$ cat config.mk
export PLATFORM = sky130hd
export DESIGN_NAME = synth_cfg_loader
export DESIGN_NICKNAME = d
export VERILOG_FILES = /design/src/rtl/synth_cfg_pkg.sv /design/src/rtl/scl_rise_det.sv /design/src/rtl/scl_shift.sv /design/src/rtl/scl_cfg_latch.sv /design/src/rtl/scl_test_mux.sv /design/src/rtl/synth_cfg_loader.sv
export SDC_FILE = /design/constraint.sdc
export NUM_CORES = 1
export LEC_CHECK = 0
export CORE_MARGIN = 3
export CORE_UTILIZATION = 40
export DETAILED_ROUTE_END_ITERATION = 12
export PLACE_DENSITY = 0.7
export SLEW_MARGIN = 20
export SYNTH_ARGS = -nofsm -noshare
export SYNTH_HDL_FRONTEND = slang
export SYNTH_HIERARCHICAL = 1
export SYNTH_SLANG_ARGS = --single-unit
$ cat constraint.sdc
create_clock -name clk -period 3.55 [get_ports clk]
set_input_delay 0.8875 -clock clk [delete_from_list [all_inputs] [get_ports clk]]
set_output_delay 0.8875 -clock clk [all_outputs]
set_load 0.1 [all_outputs]
$ cat src/rtl/synth_cfg_pkg.sv
package synth_cfg_pkg;
  // Test select codes with a fixed meaning
  localparam int SEL_READBACK = 0;
  localparam int SEL_HIGH     = 1;
  localparam int SEL_LOW      = 5;
endpackage

$ cat src/rtl/scl_rise_det.sv
module scl_rise_det (
  input  logic clk,
  input  logic rst,
  input  logic level,
  output logic rise
);
  logic level_q;

  always_ff @(posedge clk) begin
    if (rst) level_q <= 1'b0;
    else     level_q <= level;
  end

  assign rise = level & ~level_q;
endmodule

$ cat src/rtl/scl_shift.sv
module scl_shift #(
  parameter int W = 14
) (
  input  logic         clk,
  input  logic         rst,
  input  logic         shift_en,
  input  logic         din,
  output logic [W-1:0] word,
  output logic         msb
);
  always_ff @(posedge clk) begin
    if (rst)           word <= '0;
    else if (shift_en) word <= {word[W-2:0], din};
  end

  assign msb = word[W-1];

  // one step per detected edge, new bit at position 0
  a_r2_shift: assert property (@(posedge clk) disable iff (rst)
    shift_en |=> (word == {$past(word[W-2:0]), $past(din)}));
  // no movement without an edge
  a_r2_idle: assert property (@(posedge clk) disable iff (rst)
    !shift_en |=> $stable(word));
endmodule

$ cat src/rtl/scl_cfg_latch.sv
module scl_cfg_latch #(
  parameter int M_W = 9,
  parameter int N_W = 2,
  parameter int T_W = 3,
  localparam int W  = M_W + N_W + T_W
) (
  input  logic           clk,
  input  logic           rst,
  input  logic           par_open,
  input  logic           ser_take,
  input  logic [M_W-1:0] par_m,
  input  logic [N_W-1:0] par_n,
  input  logic [W-1:0]   sr_word,
  output logic [M_W-1:0] cfg_m,
  output logic [N_W-1:0] cfg_n,
  output logic [T_W-1:0] cfg_t
);
  always_ff @(posedge clk) begin
    if (rst) begin
      cfg_m <= '0;
      cfg_n <= '0;
      cfg_t <= '0;
    end else if (par_open) begin
      cfg_m <= par_m;
      cfg_n <= par_n;
      cfg_t <= '0;
    end else if (ser_take) begin
      {cfg_t, cfg_n, cfg_m} <= sr_word;
    end
  end

  // reset clears the configuration
  a_r1_reset: assert property (@(posedge clk)
    rst |=> (cfg_m == '0 && cfg_n == '0 && cfg_t == '0));
  // serial load copies the whole word
  a_r4_serial: assert property (@(posedge clk) disable iff (rst)
    (ser_take && !par_open) |=> ({cfg_t, cfg_n, cfg_m} == $past(sr_word)));
  // no load event, no change
  a_r5_hold: assert property (@(posedge clk) disable iff (rst)
    (!ser_take && !par_open) |=> ($stable(cfg_m) && $stable(cfg_n) && $stable(cfg_t)));
  // open parallel path tracks the bus and clears the test field
  a_r6_follow: assert property (@(posedge clk) disable iff (rst)
    par_open |=> (cfg_m == $past(par_m) && cfg_n == $past(par_n) && cfg_t == '0));
endmodule

$ cat src/rtl/scl_test_mux.sv
module scl_test_mux #(
  parameter int T_W = 3,
  localparam int TAPS = 2 ** T_W
) (
  input  logic            clk,
  input  logic            rst,
  input  logic [T_W-1:0]  sel,
  input  logic            readback,
  input  logic [TAPS-1:0] tap_in,
  output logic            test_out
);
  import synth_cfg_pkg::*;

  logic pick;

  always_comb begin
    if (sel == T_W'(SEL_READBACK))  pick = readback;
    else if (sel == T_W'(SEL_HIGH)) pick = 1'b1;
    else if (sel == T_W'(SEL_LOW))  pick = 1'b0;
    else                            pick = tap_in[sel];
  end

  always_ff @(posedge clk) begin
    if (rst) test_out <= 1'b0;
    else     test_out <= pick;
  end

  // read-back path, one register of delay
  a_r8_readback: assert property (@(posedge clk) disable iff (rst)
    (sel == T_W'(SEL_READBACK)) |=> (test_out == $past(readback)));
  // fixed-high code
  a_r9_high: assert property (@(posedge clk) disable iff (rst)
    (sel == T_W'(SEL_HIGH)) |=> test_out);
endmodule

$ cat src/rtl/synth_cfg_loader.sv
module synth_cfg_loader #(
  parameter int M_W = 9,
  parameter int N_W = 2,
  parameter int T_W = 3,
  localparam int W    = M_W + N_W + T_W,
  localparam int TAPS = 2 ** T_W
) (
  input  logic            clk,
  input  logic            rst,
  input  logic            ser_clk,
  input  logic            ser_data,
  input  logic            ser_load,
  input  logic            par_load_n,
  input  logic [M_W-1:0]  par_m,
  input  logic [N_W-1:0]  par_n,
  input  logic [TAPS-1:0] tap_in,
  output logic [M_W-1:0]  cfg_m,
  output logic [N_W-1:0]  cfg_n,
  output logic [T_W-1:0]  cfg_t,
  output logic            sr_out,
  output logic            test_out
);
  logic         shift_en;
  logic         take_en;
  logic [W-1:0] sr_word;

  scl_rise_det u_sclk (.clk(clk), .rst(rst), .level(ser_clk),  .rise(shift_en));
  scl_rise_det u_sld  (.clk(clk), .rst(rst), .level(ser_load), .rise(take_en));

  scl_shift #(.W(W)) u_shift (
    .clk(clk), .rst(rst), .shift_en(shift_en), .din(ser_data),
    .word(sr_word), .msb(sr_out)
  );

  scl_cfg_latch #(.M_W(M_W), .N_W(N_W), .T_W(T_W)) u_latch (
    .clk(clk), .rst(rst), .par_open(~par_load_n), .ser_take(take_en),
    .par_m(par_m), .par_n(par_n), .sr_word(sr_word),
    .cfg_m(cfg_m), .cfg_n(cfg_n), .cfg_t(cfg_t)
  );

  scl_test_mux #(.T_W(T_W)) u_tmux (
    .clk(clk), .rst(rst), .sel(cfg_t), .readback(sr_out),
    .tap_in(tap_in), .test_out(test_out)
  );
endmodule

---- Word level (Yosys, flattened, before mapping) ----
Index checks and enable logic that the tools add are counted.
word-level totals
  register bits ........................... 31
  word-level logic and storage cells ...... 27
cells by class
  equality and inequality tests ........... 3
  reduce and logical (&&, ||, !) cells .... 2
  bitwise logic cells ..................... 5
  order comparisons ....................... 1
  mux-type cells .......................... 9
operators by type and width
  operator                                                    number
  2-to-1 mux 9 bit                                            2
  less-than comparator 3 x 4 -> 1 bit, second input constant  1
  2-to-1 mux 1 bit                                            4
  2-to-1 mux 2 bit                                            2
  binary-select mux 1 bit (select 3 bit)                      1
  equality test 3 x 1 -> 1 bit, second input constant         1
  equality test 3 bit, second input constant                  1
  logical NOT 3 bit                                           1
  inverter 1 bit                                              3
  AND 1 bit                                                   2
  != test 2 x 1 -> 1 bit, second input constant               1
  OR reduction 2 bit                                          1

---- Longest topological paths before layout ----
  depth after elaboration ................. 5
  mapped depth ............................ 5
  mapped depth without buffers ............ 3

---- By module ----
The synthesis kept the hierarchy.
modules (own cells, without submodules)
  module            cells an instance  instances  area an instance (µm²)
  scl_cfg_latch     59                 1          633.1
  scl_shift         46                 1          515.5
  scl_rise_det      3                  2          47.5
  scl_test_mux      8                  1          87.6
  synth_cfg_loader  1                  1          3.8

---- Worst setup path before layout ----
Ideal clock, no wire load.
  path type ............................... reg-to-output
  start ................................... register u_latch.cfg_t[0]
  end ..................................... output port cfg_t[0]
  required time ........................... 2.663 ns
  buffers on the path ..................... 0
  cell stages (with the launch flop) ...... 1
  arrival ................................. 1.000 ns
  path slack .............................. 1.662 ns
  cells stage by stage .................... dfxtp_1
RTL lines
  item                      line                    text
  start: declaration        scl_cfg_latch.sv:16     output logic [T_W-1:0] cfg_t
  start signal: assignment  scl_cfg_latch.sv:28     {cfg_t, cfg_n, cfg_m} <= sr_word;
  end: declaration          synth_cfg_loader.sv:19  output logic [T_W-1:0] cfg_t,
No word-level cell between the ends.

---- Worst setup path in the final report ----
  start ................................... register u_tmux.test_out
  end ..................................... output port test_out
RTL lines
  item                      line                    text
  start: declaration        scl_test_mux.sv:10      output logic test_out
  start signal: assignment  scl_test_mux.sv:25      else test_out <= pick;
  end: declaration          synth_cfg_loader.sv:21  output logic test_out
No word-level cell between the ends.

==> flow_summary.json <==
{
  "status": "completed",
  "min_path_cells": 2,
  "critical-path-max-stage-delay_ns": 1.12,
  "hold_ws_ns": 0.5297,
  "slowest_stage": "clkdlybuf4s50_1",
  "fin_crit_ns": 2.646,
  "final_util_pct": 54.40,
  "ir_drop_uv": 239.0,
  "yosysMostFrequentCell": "dfxtp_1",
  "p_per_area_nw_per_um2": 420.2,
  "dp_hpwl_um": 1764,
  "drc_errors": 0,
  "worstSetupStartpointType": "flip-flop",
  "rsz0062_at_grt": "no",
  "setup_viol_count_final": 0,
  "die_area_sq_um": 4067,
  "ys_ff_latch": 31,
  "fin_tns_setup_ns": 0,
  "p_leak_nw": 0.6961,
  "hold_viol": 0,
  "wire_per_inst_um": 12.83,
  "cp.arrival_ns": 1.76,
  "synth_top_cell_area_share_pct": 46.49,
  "drt_iter0_drc": 25,
  "gp_congestion": 0.6614,
  "max_freq_mhz": 377.9,
  "required_ns": 2.66,
  "cap_violations": 0,
  "r2r_slack_ns": 2.24,
  "grt_pass1_wl_um": 4271,
  "slew_headroom_pct": 35.34,
  "crit_buf_inv": 1,
  "critPathTopFamily": "buffers and inverters",
  "grt_usage_pct": 13.62,
  "final_cells": 200,
  "cts.sinks": 31,
  "grt_pass1_vias": 927,
  "cts_max_level": 2,
  "port_buffers": 37,
  "vias_per_cell": 4.815,
  "skew_ns": 0.007137,
  "ys_top_cells_by_count": "31 x dfxtp_1, 28 x mux2i_1, 15 x nor2_1",
  "cp_cell_sequence": "clkdlybuf4s50_1",
  "async_flop_share_pct": 0,
  "antenna_left": 0,
  "dp.cells": 193,
  "dr_total_vias": 963,
  "dr.pass1.iters": 4,
  "timing.rr.start": "u_sld/level_q",
  "num-nets-final": 181,
  "finalCritPeriodShare_pct": 74.55,
  "holdBufCountCts": 0,
  "crit_fanout": 1,
  "grt-ovfl-total": 0,
  "synthFlopType": "dfxtp_1",
  "antenna_found_initial": 0,
  "io_pins": 41,
  "end_kind": "output pin",
  "start_util_pct": 42.68,
  "n_antenna_cell": 0,
  "p_total_uw": 715.1,
  "grt_max_degree": 17,
  "r2r_cells": 3,
  "syn_area_sq_um": 1335,
  "cts_setup_buffers": 0,
  "ys_warn_count": 6,
  "root_buffer": "clkbuf_4",
  "avgSynthCellArea_sq_um": 11.13,
  "ys_seq_area_share_pct": 46.49,
  "core_area_sq_um": 3128,
  "cts_tree": "yes",
  "clk_latency_ns": 0.32,
  "synth_largest_area_cell": "dfxtp_1",
  "rows": 20,
  "hold_path_class": "flip-flop to flip-flop",
  "netlist-cell-type-count": 18,
  "min_to": "u_shift/word[3]",
  "drive_gt1_share_pct": 19.23,
  "worst_pin_slew_ns": 0.9668,
  "clock_path_buffers": 2,
  "clk_pin_slew_ns": 0.09,
  "synth_area_leaders": "dfxtp_1 46%, mux2i_1 21%, a211oi_1 6.2%, nor2b_1 5.2%, nor2_1 4.2%",
  "final_max_slew_viol_count": 0,
  "synthesis.nets": 145,
  "reg2reg_to": "u_latch/cfg_n[1]",
  "synthCells": 120,
  "dieHeight_um": 63.77,
  "synth-edff-count": 0,
  "hp-start": "u_shift/word[3]",
  "die_x_um": 63.77,
  "cts_buffers": 5,
  "area_growth_syn_to_layout_pct": 27.46,
  "ctsResizeCount": 0,
  "path_class": "flip-flop to output pin",
  "routed_wl_um": 2565
}
==> layout by cell type (no fill, tap or decap), types with 2 or more instances in the layout <==
master,count
a211oi_1,11
buf_4,16
clkbuf_4,5
clkdlybuf4s50_1,22
dfxtp_1,31
inv_1,2
mux2i_1,28
nor2_1,15
nor2b_1,11
nor2b_4,4
nor3_1,3
==> layout make-up <==
class / instances / area (sq um)
Sequential cell: 31 / 620.6
Fill cell: 307 / 1426
Clock buffer: 6 / 51.30
Timing Repair Buffer: 38 / 340.3
Multi-Input combinational cell: 78 / 621.8
Clock inverter: 1 / 5.005
Inverter: 2 / 7.507
Tap cell: 44 / 55.05
==> through the flow <==
stage,instance area (sq um),setup slack (ns)
3_5_place_dp,1645,1.156
4_1_cts,1702,0.8801
3_3_place_gp,1645,1.184
6_report,1702,0.9036
2_1_floorplan,1335,1.662
5_1_grt,1702,0.8532
==> flip-flops by register name, indices dropped and copies added (netlist names) <==
signal           cells
u_sld/level_q        1
u_shift/word        14
u_latch/cfg_n        2
u_latch/cfg_t        3
u_tmux/test_out      1
u_latch/cfg_m        9
u_sclk/level_q       1
==> per-layer routing <==
layer  wire, um  vias up  track usage (%)
li1           -      489                -
met1       1145      439            15.18
met2       1231       28            22.69
met3        134        7            4.745
met4         54        0            7.278
met5          0        -                0
==> cells by family after synthesis <==
kind of cell	after synthesis	share of synthesized area (%)
flip-flops	31	46.49
buffers and inverters	11	6.935
AND/OR/NAND/NOR	35	15.65
multiplexers	30	22.68
AO/OA/AOI/OAI	13	8.247
==> worst max path at each step <==
stage	startpoint	to	slack, ns	cells past startpoint
final	u_tmux/test_out	test_out	0.90	1
after CTS	u_tmux/test_out	test_out	0.88	1
after global placement	rst	u_latch/cfg_m[6]	1.18	3
after floorplan	u_latch/cfg_t[0]	cfg_t[0]	1.66	0
after detailed placement	rst	u_latch/cfg_m[4]	1.16	3
after global routing	u_tmux/test_out	test_out	0.85	1
==> worst register-to-register path: cells and delay by family, from the launching register on <==
kind	cells	cell delay, ns
and+or+nand+nor	1	0.46
AOI/OAI and AO/OA	1	0.27
DFF	1	0.34
muxes	1	0.15
==> power breakdown <==
group          leakage, nW  internal [mW]  total, mW  switching [mW]
sequential           0.253          0.358      0.364         0.00597
clock               0.0341         0.0916      0.204           0.113
combinational        0.409         0.0532      0.147          0.0935
total                0.696          0.503      0.715           0.212
(Power assumes the default switching activity.)
